<file path="src/rtl/mmc_arm_pkg.sv">
package mmc_arm_pkg;

    // Conduction state of one cell for one step
    typedef enum logic [2:0] {
        MD_ON      = 3'd0,  // inserted: capacitor in the current path
        MD_OFF     = 3'd1,  // bypassed: terminals shorted
        MD_SHORT   = 3'd2,  // both gates on: treated as bypass, flagged
        MD_HZ_CHG  = 3'd3,  // no gates, positive current through upper diode
        MD_HZ_BLKP = 3'd4,  // no gates, positive current into snubber
        MD_HZ_BYP  = 3'd5,  // no gates, negative current through lower diode
        MD_HZ_BLKN = 3'd6,  // no gates, negative current out of snubber
        MD_HZ_IDLE = 3'd7   // no gates, zero current
    } cell_mode_e;

    function automatic logic uses_cap(input cell_mode_e m);
        return (m == MD_ON) || (m == MD_HZ_CHG);
    endfunction

    function automatic logic uses_snub(input cell_mode_e m);
        return (m == MD_HZ_BLKP) || (m == MD_HZ_BLKN);
    endfunction

    function automatic logic is_hiz(input cell_mode_e m);
        return (m == MD_HZ_CHG) || (m == MD_HZ_BLKP) || (m == MD_HZ_BYP) ||
               (m == MD_HZ_BLKN) || (m == MD_HZ_IDLE);
    endfunction

    function automatic logic out_zero(input cell_mode_e m);
        return (m == MD_OFF) || (m == MD_SHORT) || (m == MD_HZ_BYP);
    endfunction

endpackage

</file>
<file path="src/rtl/mmc_cell_decode.sv">
module mmc_cell_decode
    import mmc_arm_pkg::*;
#(
    parameter int VW = 16,
    parameter int IW = 16
) (
    input  logic                 g_up,
    input  logic                 g_dn,
    input  logic signed [IW-1:0] cur,
    input  logic signed [VW-1:0] vc,
    input  logic signed [VW-1:0] vs,
    output cell_mode_e           mode
);

    logic cur_zero;
    logic cur_neg;
    logic vs_nonpos;

    always_comb begin
        cur_zero  = (cur == '0);
        cur_neg   = cur[IW-1];
        vs_nonpos = vs[VW-1] || (vs == '0);
    end

    always_comb begin
        unique case ({g_up, g_dn})
            2'b10:   mode = MD_ON;
            2'b01:   mode = MD_OFF;
            2'b11:   mode = MD_SHORT;
            default: begin
                if (cur_zero)
                    mode = MD_HZ_IDLE;
                else if (!cur_neg)
                    mode = (vs >= vc) ? MD_HZ_CHG : MD_HZ_BLKP;
                else
                    mode = vs_nonpos ? MD_HZ_BYP : MD_HZ_BLKN;
            end
        endcase
    end

endmodule

</file>
<file path="src/rtl/mmc_step_seq.sv">
module mmc_step_seq #(
    parameter int N_CELLS = 8,
    parameter int IDXW    = 3
) (
    input  logic            clk,
    input  logic            rst,
    input  logic            step_start,
    input  logic            fin_i,
    output logic            accept_o,
    output logic            issue_valid_o,
    output logic [IDXW-1:0] issue_idx_o
);

    localparam logic [IDXW-1:0] LAST = IDXW'(N_CELLS - 1);

    logic busy;

    assign accept_o = step_start && !busy;

    always_ff @(posedge clk) begin
        if (rst) begin
            busy          <= 1'b0;
            issue_valid_o <= 1'b0;
            issue_idx_o   <= '0;
        end else begin
            if (accept_o) begin
                busy          <= 1'b1;
                issue_valid_o <= 1'b1;
                issue_idx_o   <= '0;
            end else if (issue_valid_o) begin
                if (issue_idx_o == LAST)
                    issue_valid_o <= 1'b0;
                else
                    issue_idx_o <= issue_idx_o + 1'b1;
            end
            if (fin_i)
                busy <= 1'b0;
        end
    end

    // A running step stays running until its last cell completes
    p_busy_hold_r11: assert property (@(posedge clk) disable iff (rst)
        busy && !fin_i |=> busy);

    // Cells enter the datapath in ascending order, one per clock
    p_issue_order_r10: assert property (@(posedge clk) disable iff (rst)
        issue_valid_o && (issue_idx_o != LAST) |=>
            issue_valid_o && (issue_idx_o == $past(issue_idx_o) + 1'b1));

endmodule

</file>
<file path="src/rtl/mmc_cell_update.sv">
module mmc_cell_update
    import mmc_arm_pkg::*;
#(
    parameter int VW     = 16,
    parameter int IW     = 16,
    parameter int KW     = 16,
    parameter int FRAC   = 12,
    parameter int SNUB_K = 2048,
    parameter int IDXW   = 3
) (
    input  logic                 clk,
    input  logic                 rst,
    input  logic                 in_valid,
    input  logic [IDXW-1:0]      in_idx,
    input  cell_mode_e           in_mode,
    input  logic signed [IW-1:0] in_cur,
    input  logic [KW-1:0]        in_k,
    input  logic signed [VW-1:0] in_vc,
    input  logic signed [VW-1:0] in_vs,
    output logic                 out_valid,
    output logic [IDXW-1:0]      out_idx,
    output cell_mode_e           out_mode,
    output logic signed [VW-1:0] out_vc,
    output logic signed [VW-1:0] out_vs,
    output logic signed [VW-1:0] out_vout
);

    localparam int PW = IW + KW + 1;
    localparam logic signed [PW-1:0] VMAX = {{(PW-VW+1){1'b0}}, {(VW-1){1'b1}}};
    localparam logic signed [PW-1:0] VMIN = {{(PW-VW+1){1'b1}}, {(VW-1){1'b0}}};
    localparam logic [KW-1:0] K_SNUB = KW'(SNUB_K);

    // ---- stage A: coefficient select and multiply ----
    typedef struct packed {
        logic                 valid;
        logic [IDXW-1:0]      idx;
        cell_mode_e           mode;
        logic signed [PW-1:0] prod;
        logic signed [VW-1:0] vc;
        logic signed [VW-1:0] vs;
    } mul_stage_t;

    mul_stage_t           sa;
    logic signed [PW-1:0] cur_x;
    logic signed [PW-1:0] k_x;
    logic [KW-1:0]        k_use;

    always_comb begin
        k_use = uses_cap(in_mode) ? in_k : K_SNUB;
        cur_x = {{(PW-IW){in_cur[IW-1]}}, in_cur};
        k_x   = {{(PW-KW){1'b0}}, k_use};
    end

    always_ff @(posedge clk) begin
        if (rst) begin
            sa <= '0;
        end else begin
            sa.valid <= in_valid;
            sa.idx   <= in_idx;
            sa.mode  <= in_mode;
            sa.prod  <= cur_x * k_x;
            sa.vc    <= in_vc;
            sa.vs    <= in_vs;
        end
    end

    // ---- stage B: scale, accumulate, saturate, route ----
    logic signed [PW-1:0] incr;
    logic signed [PW-1:0] base_x;
    logic signed [PW-1:0] total;
    logic signed [VW-1:0] sum_sat;
    logic signed [VW-1:0] vc_nx;
    logic signed [VW-1:0] vs_nx;
    logic signed [VW-1:0] vo_nx;

    always_comb begin
        incr   = sa.prod >>> FRAC;
        base_x = uses_cap(sa.mode) ? {{(PW-VW){sa.vc[VW-1]}}, sa.vc}
                                   : {{(PW-VW){sa.vs[VW-1]}}, sa.vs};
        total  = base_x + incr;
        if (total > VMAX)
            sum_sat = VMAX[VW-1:0];
        else if (total < VMIN)
            sum_sat = VMIN[VW-1:0];
        else
            sum_sat = total[VW-1:0];
    end

    always_comb begin
        vc_nx = uses_cap(sa.mode) ? sum_sat : sa.vc;
        if (sa.mode == MD_HZ_CHG || uses_snub(sa.mode))
            vs_nx = sum_sat;
        else if (sa.mode == MD_HZ_BYP)
            vs_nx = '0;
        else
            vs_nx = sa.vs;
        if (out_zero(sa.mode))
            vo_nx = '0;
        else if (sa.mode == MD_HZ_IDLE)
            vo_nx = sa.vs;
        else
            vo_nx = sum_sat;
    end

    always_ff @(posedge clk) begin
        if (rst) begin
            out_valid <= 1'b0;
            out_idx   <= '0;
            out_mode  <= MD_OFF;
            out_vc    <= '0;
            out_vs    <= '0;
            out_vout  <= '0;
        end else begin
            out_valid <= sa.valid;
            out_idx   <= sa.idx;
            out_mode  <= sa.mode;
            out_vc    <= vc_nx;
            out_vs    <= vs_nx;
            out_vout  <= vo_nx;
        end
    end

endmodule

</file>
<file path="src/rtl/mmc_arm_solver.sv">
module mmc_arm_solver
    import mmc_arm_pkg::*;
#(
    parameter int N_CELLS = 8,
    parameter int VW      = 16,
    parameter int IW      = 16,
    parameter int KW      = 16,
    parameter int FRAC    = 12,
    parameter int SNUB_K  = 2048,
    parameter int SW      = VW + $clog2(N_CELLS)
) (
    input  logic                    clk,
    input  logic                    rst,
    input  logic                    step_start,
    input  logic signed [IW-1:0]    arm_current,
    input  logic [N_CELLS-1:0]      gate_hi,
    input  logic [N_CELLS-1:0]      gate_lo,
    input  logic [N_CELLS*KW-1:0]   cap_coef,
    output logic [N_CELLS*VW-1:0]   cell_vout,
    output logic signed [SW-1:0]    arm_voltage,
    output logic                    step_done,
    output logic                    short_fault
);

    localparam int IDXW = (N_CELLS > 1) ? $clog2(N_CELLS) : 1;
    localparam logic [IDXW-1:0] LAST = IDXW'(N_CELLS - 1);

    // ---- latched step inputs ----
    logic signed [IW-1:0] cur_q;
    logic [N_CELLS-1:0]   gh_q;
    logic [N_CELLS-1:0]   gl_q;

    // ---- per-cell state ----
    logic signed [VW-1:0] vc_mem [N_CELLS];
    logic signed [VW-1:0] vs_mem [N_CELLS];
    logic signed [VW-1:0] vout_r [N_CELLS];
    logic [KW-1:0]        coef_arr [N_CELLS];

    for (genvar c = 0; c < N_CELLS; c++) begin : g_cell_io
        assign coef_arr[c]            = cap_coef[c*KW +: KW];
        assign cell_vout[c*VW +: VW]  = vout_r[c];
    end

    // ---- sequencing ----
    logic            accept;
    logic            issue_valid;
    logic [IDXW-1:0] issue_idx;
    logic            fin;

    mmc_step_seq #(.N_CELLS(N_CELLS), .IDXW(IDXW)) u_seq (
        .clk          (clk),
        .rst          (rst),
        .step_start   (step_start),
        .fin_i        (fin),
        .accept_o     (accept),
        .issue_valid_o(issue_valid),
        .issue_idx_o  (issue_idx)
    );

    always_ff @(posedge clk) begin
        if (rst) begin
            cur_q <= '0;
            gh_q  <= '0;
            gl_q  <= '0;
        end else if (accept) begin
            cur_q <= arm_current;
            gh_q  <= gate_hi;
            gl_q  <= gate_lo;
        end
    end

    // ---- stage 1: fetch and decode ----
    cell_mode_e dec_mode;

    mmc_cell_decode #(.VW(VW), .IW(IW)) u_dec (
        .g_up (gh_q[issue_idx]),
        .g_dn (gl_q[issue_idx]),
        .cur  (cur_q),
        .vc   (vc_mem[issue_idx]),
        .vs   (vs_mem[issue_idx]),
        .mode (dec_mode)
    );

    typedef struct packed {
        logic                 valid;
        logic [IDXW-1:0]      idx;
        cell_mode_e           mode;
        logic signed [IW-1:0] cur;
        logic [KW-1:0]        k;
        logic signed [VW-1:0] vc;
        logic signed [VW-1:0] vs;
    } issue_t;

    issue_t p1;

    always_ff @(posedge clk) begin
        if (rst) begin
            p1 <= '0;
        end else begin
            p1.valid <= issue_valid;
            p1.idx   <= issue_idx;
            p1.mode  <= dec_mode;
            p1.cur   <= cur_q;
            p1.k     <= coef_arr[issue_idx];
            p1.vc    <= vc_mem[issue_idx];
            p1.vs    <= vs_mem[issue_idx];
        end
    end

    // ---- stages 2 and 3: arithmetic ----
    logic                 o_valid;
    logic [IDXW-1:0]      o_idx;
    cell_mode_e           o_mode;
    logic signed [VW-1:0] o_vc;
    logic signed [VW-1:0] o_vs;
    logic signed [VW-1:0] o_vout;

    mmc_cell_update #(
        .VW(VW), .IW(IW), .KW(KW), .FRAC(FRAC), .SNUB_K(SNUB_K), .IDXW(IDXW)
    ) u_upd (
        .clk      (clk),
        .rst      (rst),
        .in_valid (p1.valid),
        .in_idx   (p1.idx),
        .in_mode  (p1.mode),
        .in_cur   (p1.cur),
        .in_k     (p1.k),
        .in_vc    (p1.vc),
        .in_vs    (p1.vs),
        .out_valid(o_valid),
        .out_idx  (o_idx),
        .out_mode (o_mode),
        .out_vc   (o_vc),
        .out_vs   (o_vs),
        .out_vout (o_vout)
    );

    // ---- stage 4: write back and accumulate ----
    logic signed [SW-1:0] acc;
    logic signed [SW-1:0] acc_base;
    logic signed [SW-1:0] vout_x;
    logic signed [SW-1:0] acc_next;

    assign fin = o_valid && (o_idx == LAST);

    always_comb begin
        vout_x   = {{(SW-VW){o_vout[VW-1]}}, o_vout};
        acc_base = (o_idx == '0) ? '0 : acc;
        acc_next = acc_base + vout_x;
    end

    always_ff @(posedge clk) begin
        if (rst) begin
            for (int i = 0; i < N_CELLS; i++) begin
                vc_mem[i] <= '0;
                vs_mem[i] <= '0;
                vout_r[i] <= '0;
            end
            acc         <= '0;
            arm_voltage <= '0;
            step_done   <= 1'b0;
            short_fault <= 1'b0;
        end else begin
            step_done <= 1'b0;
            if (o_valid) begin
                vc_mem[o_idx] <= o_vc;
                vs_mem[o_idx] <= o_vs;
                vout_r[o_idx] <= o_vout;
                acc           <= acc_next;
                if (o_mode == MD_SHORT)
                    short_fault <= 1'b1;
                if (o_idx == LAST) begin
                    arm_voltage <= acc_next;
                    step_done   <= 1'b1;
                end
            end
        end
    end

    // Capacitor untouched unless the mode routes current through it
    p_cap_hold_r3: assert property (@(posedge clk) disable iff (rst)
        o_valid && !uses_cap(o_mode) |-> o_vc == vc_mem[o_idx]);

    // Snubber untouched while the cell is gated
    p_snub_hold_r12: assert property (@(posedge clk) disable iff (rst)
        o_valid && !is_hiz(o_mode) |-> o_vs == vs_mem[o_idx]);

    // Shoot-through raises the flag on the next edge
    p_fault_set_r4: assert property (@(posedge clk) disable iff (rst)
        o_valid && (o_mode == MD_SHORT) |=> short_fault);

    // Flag stays set until reset
    p_fault_sticky_r4: assert property (@(posedge clk) disable iff (rst)
        short_fault |=> short_fault);

    // Done lasts a single cycle
    p_done_pulse_r10: assert property (@(posedge clk) disable iff (rst)
        step_done |=> !step_done);

endmodule

</file>
<file path="config.mk">
export PLATFORM = sky130hd
export DESIGN_NAME = mmc_arm_solver
export DESIGN_NICKNAME = d
export VERILOG_FILES = /design/src/rtl/mmc_arm_pkg.sv /design/src/rtl/mmc_cell_decode.sv /design/src/rtl/mmc_step_seq.sv /design/src/rtl/mmc_cell_update.sv /design/src/rtl/mmc_arm_solver.sv
export SDC_FILE = /design/constraint.sdc
export NUM_CORES = 2
export LEC_CHECK = 0
export ABC_AREA = 1
export ABC_CLOCK_PERIOD_IN_PS = 5950
export BUFFER_PORTS_ARGS = -buffer_cell sky130_fd_sc_hd__buf_2
export CORE_ASPECT_RATIO = 1.75
export CORE_MARGIN = 2
export CORE_UTILIZATION = 40
export DETAILED_ROUTE_END_ITERATION = 8
export GPL_ROUTABILITY_DRIVEN = 0
export SKIP_LAST_GASP = 1
export SYNTH_ARGS = -nofsm -noshare
export SYNTH_HDL_FRONTEND = slang
export SYNTH_SLANG_ARGS = --single-unit
</file>
<file path="constraint.sdc">
create_clock -name clk -period 5.95 [get_ports clk]
set_input_delay 0 -clock clk [delete_from_list [all_inputs] [get_ports clk]]
set_output_delay 0 -clock clk [all_outputs]
set_load 0.005 [all_outputs]
</file>
* After elaboration in Yosys (flattened, before gate mapping)
Memory sizes are Yosys's and may differ from the RTL's. A register that Yosys moved wholly into a read port is not among the register bits.
Cells that the tools add are included.
** Word-level totals
- Memory bits (writable) :: 384
- Memories kept :: 3
- Input bits :: 163
- Output and inout port bits :: 149
- Flip-flop bits (word level) :: 275
- Word-level logic and storage cells :: 126
** Operators by class
- Bitwise operators :: 3
- Add/sub/neg operators :: 3
- Muxes and demuxes :: 43
- Eq/ne operators :: 14
- Order comparisons :: 5
- Reduce and logical (&&, ||, !) cells :: 25
- Multipliers :: 1
** Memory list
- vc_mem :: words 8, width 16, rd ports 1, clocked after memory_dff 1, wr ports 8, line mmc_arm_solver.sv:34 : logic signed [VW-1:0] vc_mem [N_CELLS];
- vout_r :: words 8, width 16, rd ports 8, clocked after memory_dff 0, wr ports 8, line mmc_arm_solver.sv:36 : logic signed [VW-1:0] vout_r [N_CELLS];
- vs_mem :: words 8, width 16, rd ports 1, clocked after memory_dff 1, wr ports 8, line mmc_arm_solver.sv:35 : logic signed [VW-1:0] vs_mem [N_CELLS];
** Operator list (number)
- $mux W16 :: 12
- $bmux W16 S3 :: 1
- $reduce_or A16 Y1 :: 3
- $add A33 B21 Y33 :: 1
- $gt A33 B16 Y1 const B :: 1
- $lt A33 B16 Y1 const B :: 1
- $mul A16 B17 Y33 :: 1
- $mux W33 :: 1
- $logic_not A16 Y1 :: 2
- $mux W3 :: 10
- $add A19 B16 Y19 :: 1
- $mux W19 :: 1
- $eq A3 B3 Y1 const B :: 6
- $ge A16 B16 Y1 :: 1
- $mux W1 :: 14
- $eq A3 B2 Y1 const B :: 4
- $logic_not A3 Y1 :: 3
- $pmux W3 S3 :: 1
- $reduce_or A2 Y1 :: 4
- $logic_or A1 B1 Y1 :: 7
- $bmux W1 S3 :: 2
- $reduce_and A2 Y1 :: 3
- $eq A2 B2 Y1 const B :: 2
- $ge A4 B4 Y1 const B :: 1
- other kinds (9) :: 11

* Depth between registers and ports, before layout
- Word-level depth :: 8
- Gate-level depth with buffers :: 31
- Gate-level depth less buffers :: 29

* By module
From an unflattened synthesis, not the netlist that was laid out.
** Unflattened totals
- Cells, all modules :: 4375
- Area, all modules :: 37477.2 um^2
** By module, submodules not included
- mmc_arm_solver :: instances 1, area each 22215.1 um^2, cells each 2315
- mmc_cell_update :: instances 1, area each 14436.3 um^2, cells each 1927
- mmc_cell_decode :: instances 1, area each 605.6 um^2, cells each 105
- mmc_step_seq :: instances 1, area each 220.2 um^2, cells each 28

* Worst setup path before layout
No wires, ideal clock.
- Path kind :: flip-flop to flip-flop
- Start point :: register p1[65] (netlist bit)
- End point :: register u_upd.sa, in the netlist u_upd.incr[18]
- Setup slack :: 0.115 ns
- Path buffers :: 1
- Data required time :: 5.831 ns
- Data arrival time :: 5.716 ns
- Clock period less this slack :: 5.835 ns
- Cell stages (with the launch flop) :: 28
- Library setup time :: 0.119 ns
- Cell sequence :: dfxtp_1 > inv_1 > nand2_1 > nand3_1 > inv_2 > clkbuf_1 > nand2_1 > clkinv_1 > nand2_1 > fa_1 > fa_1 > inv_1 > fa_1 > fa_1 > fa_1 > inv_1 > fa_1 > inv_1 > ha_1 > a21oi_1 > inv_1 > a31oi_1 > o21ai_0 > nor2_1 > o21ai_0 > a21o_1 > o21ai_0 > a21oi_1
** Between the ends
- Cells in the longest elaborated chain, start to end :: 4
- Elaborated cells between the ends (all ways) :: 5
- Classes of those cells :: mul: 1; eq/ne: 1; mux: 1; reduce/logical: 2
** RTL lines
- start: declaration :: line mmc_arm_solver.sv:94 : issue_t p1;
- $eq A3 B2 Y1 or $logic_not A3 Y1 (tied branches) :: line mmc_arm_pkg.sv:16 : return (m == MD_ON) || (m == MD_HZ_CHG);
- $logic_or A1 B1 Y1 * :: line mmc_arm_pkg.sv:16
- $mux W16 * :: line mmc_cell_update.sv:49 : k_use = uses_cap(in_mode) ? in_k : K_SNUB;
- $mul A16 B17 Y33 * :: line mmc_cell_update.sv:61 : sa.prod <= cur_x * k_x;
- end: declaration :: line mmc_cell_update.sv:43 : mul_stage_t sa;
Mark *: on every way between the ends. The rest lies on a longest branch, timed or not.
A chain may end at the register's enable or synchronous reset.

* Final worst setup path
- Start point :: register p1[64] (netlist bit)
- End point :: register u_upd.sa, in the netlist u_upd.incr[8]
The elaborated chain is that of the path after synthesis.

==> results.md <==
* Reg clk slew, reported paths at 70 ps
* Synth cell types at 54
* Total Nets Final at about 5200
* Clk root buf: clkbuf_16
* # IOs at 312
* Outcome: complete, no violations
* HPWL reported at the end of detailed placement at approximately 86000 um
* Peak VDD IR at 0.000286 V
* Skew final at 84.0 ps
* Die H at about 400 um
* Syn Inst Count at between 4000 and 5000
* Post-synth EDFFs at 384
* Slew Limit Fails at 0
* Worst-Margin Slew at 1180 ps
* CP max stage delay at ~600 ps
* P_leak at 19.7 nW
* CTS Buf Count at 57
* Core ar. at 90600 um2
* R2R Path Start: p1[64]
* Via count at slightly above 30000
* Post-Syn Nets at 4725
* Post-DRT Antenna Nets at 0
* Leading area contributor after synthesis: edfxtp_1
* Reg area at approximately 17000 um2
* Worst-path fanout max at 8
* Share of cells above drive strength 1 at 18.1%
* Total grt overflow at 0
* Arrival @ worst endpoint at roughly 6400 ps
* Post-Syn Area at 36700 um2
* Port Buf Inserts at 311
* Inst Count DP at 5705
* Worst-Skew Late Latency at 680 ps
* Final worst path period share at 98.4%
* Setup ws final at 98.1 ps
* Multi-input gate area at 17500 um2
* Tot Pwr at 0.0123 W
* Die W at 233 um
* Synth async-reset ratio at 0%
* #FFs+latches synth at 650
* Filler cells at just under 9000
* CP Capture Type: flip-flop
* Residual DRC count at 0
* Most frequent cells in the layout: nor2_1, inv_1, nand2_1
* Worst hold-check path type: in2reg
* Final min period at 5850 ps
* Tot GR Track Use at between 20% and 30%
* Wirelength, routed at 121000 um
* CP startpoint kind: flip-flop
* Fmax at roughly 170 MHz
* CP Launch Point: p1[64]
* Post-route setup TNS at 0 ps
* Post-synthesis sequential area ratio at 46.0%
* Commonest non-fill, non-tap cell in the layout: nor2_1
* Drt first pass iters at 5
* Hold path start: arm_current[11]
* YS warnings at 0
* Mapped Avg Cell Area at 8.75 um2
* H-tree depth at 2
* Count of final setup violators at 0
* Maximum root-to-sink buffer count at 3
* Initial antenna violation count at 1
* Max-slew headroom at 21.4%
* Final Non-Filler Cells at ~5900
* CTS tree: yes
* Starting density of the core at 40.5%
* Setup repair after global routing missed its margin: true
* Hold Vio Cnt, Final at 0
* CP most frequent cell: fa_1
* Critical Path RT at 6490 ps
* Pwr dens at 276 nW/um2
* Drt via density at 5.24
* First-pass GRT wire length at ~180000 um
* Max-cap violations at 0
* Top cell type's share of synthesized area at 31.5%
* Pre-CTS WS at -197 ps
* Largest net degree at the start of global routing at 127
* Setup CP Type: reg2reg
* Die area at 94200 um2
* Row cnt at approximately 150
* Final Util at just under 50%
* DR WL/cell at 20.4 um
* Ys flop type: edfxtp_1
* Number of global-route vias before repair at 31100
* CTS sink cnt at 650
* Synth area leaders: edfxtp_1, dfxtp_1, fa_1
* Slowest-stage cell, CP: fa_1
* Area Overhead vs Synth at 21.0%
* DR iter-0 viols at slightly above 2000
cell usage after synthesis (4+ instances only):
cell and instances:
nor4_1 6, o21a_1 10, nor2_2 9, clkbuf_1 175
clkinv_1 12, nand3_1 84, o21bai_1 20, nand2_1 532
o22ai_1 69, nor2_1 944, a21oi_1 173, o21ai_0 361
ha_1 176, nand4_1 19, xnor2_1 11, buf_2 9
inv_2 8, dfxtp_1 266, o211ai_1 20, a211oi_1 4
buf_1 5, o21ai_1 14, inv_1 562, edfxtp_1 384
nand2_2 26, o221ai_1 18, or2_2 4, xor2_1 21
nor3_1 9, fa_1 195, a31oi_1 9
area by class of cell:
class	instances	area share [%]
diodes	2	0.0113
clock buffers	75	3.54
clock inverters	32	0.911
inverters	582	5.00
multi-input cells	2766	39.5
flip-flops and latches	650	38.0
well taps	1184	3.34
repair buffers	629	9.68
registers in the layout (all words and copies together) (netlist names), 3 cells and up, named ones only:
register / count
vs_mem: 128
u_upd.out_vout: 16
gl_q: 8
u_upd.out_mode: 3
cur_q: 16
u_upd.out_vc: 16
acc: 19
u_seq.issue_idx_o: 3
arm_voltage: 19
u_upd.out_vs: 16
vout_r: 128
u_upd.sa: 39
gh_q: 8
u_upd.out_idx: 3
p1: 71
vc_mem: 128
u_upd.incr: 21
repair_timing:
action                                 CTS  global route
hold buffers                            92             0
setup buffers                            2            13
pin swaps                                6            56
gates resized for setup                 28           182
setup endpoints to repair               19            21
endpoints found under the hold margin   69             0
report_power, final:
part | internal [W] | leakage (nW) | total, W | switching [W]
combinational | 0.00108 | 12.6 | 0.00313 | 0.00205
sequential | 0.00504 | 6.15 | 0.00521 | 0.000165
clock | 0.00215 | 0.963 | 0.00392 | 0.00178
worst max-delay path, delay by kind of cell (launching register included):
| kind | cells | cell delay [ps] |
|---|---|---|
| buffers and inverters | 10 | 1020 |
| adders and majority gates | 7 | 3320 |
| and+or+nand+nor | 8 | 650 |
| DFF | 1 | 330 |
| AOI/OAI and AO/OA | 3 | 430 |
final timing paths:
check	endpoint	slack [ps]	cells after the start
worst max-delay path	u_upd.incr[8]	100	28
worst min-delay path	cur_q[11]	130	4
worst max register to register	u_upd.incr[8]	100	28
worst min register to register	u_upd.sa[15]	330	2
cell families after synthesis:
kind of cell | count (synthesis) | synth area share (%)
AOI/OAI and AO/OA | 714 | 10.7
and+or+nand+nor | 1649 | 17.9
DFF | 650 | 46.0
adders and majority gates | 371 | 16.7
buffers and inverters | 775 | 8.02
xor gates and xnor gates | 32 | 0.765
layer usage:
layer  wire length [um]  GRT usage, %  part of all wire, %
met3               5960          2.71                  4.9
met2              63700          47.0                   53
met1              40700          25.9                   34
met5                  0             0                    0
met4              10200          18.1                  8.5
stage by stage:
stage	cell area (um2)	hold slack [ps]
2_1_floorplan	36700	129
3_3_place_gp	40700	228
3_5_place_dp	40700	231
4_1_cts	43700	92.7
5_1_grt	44400	147
6_report	44400	134
(Power assumes the default switching activity.)
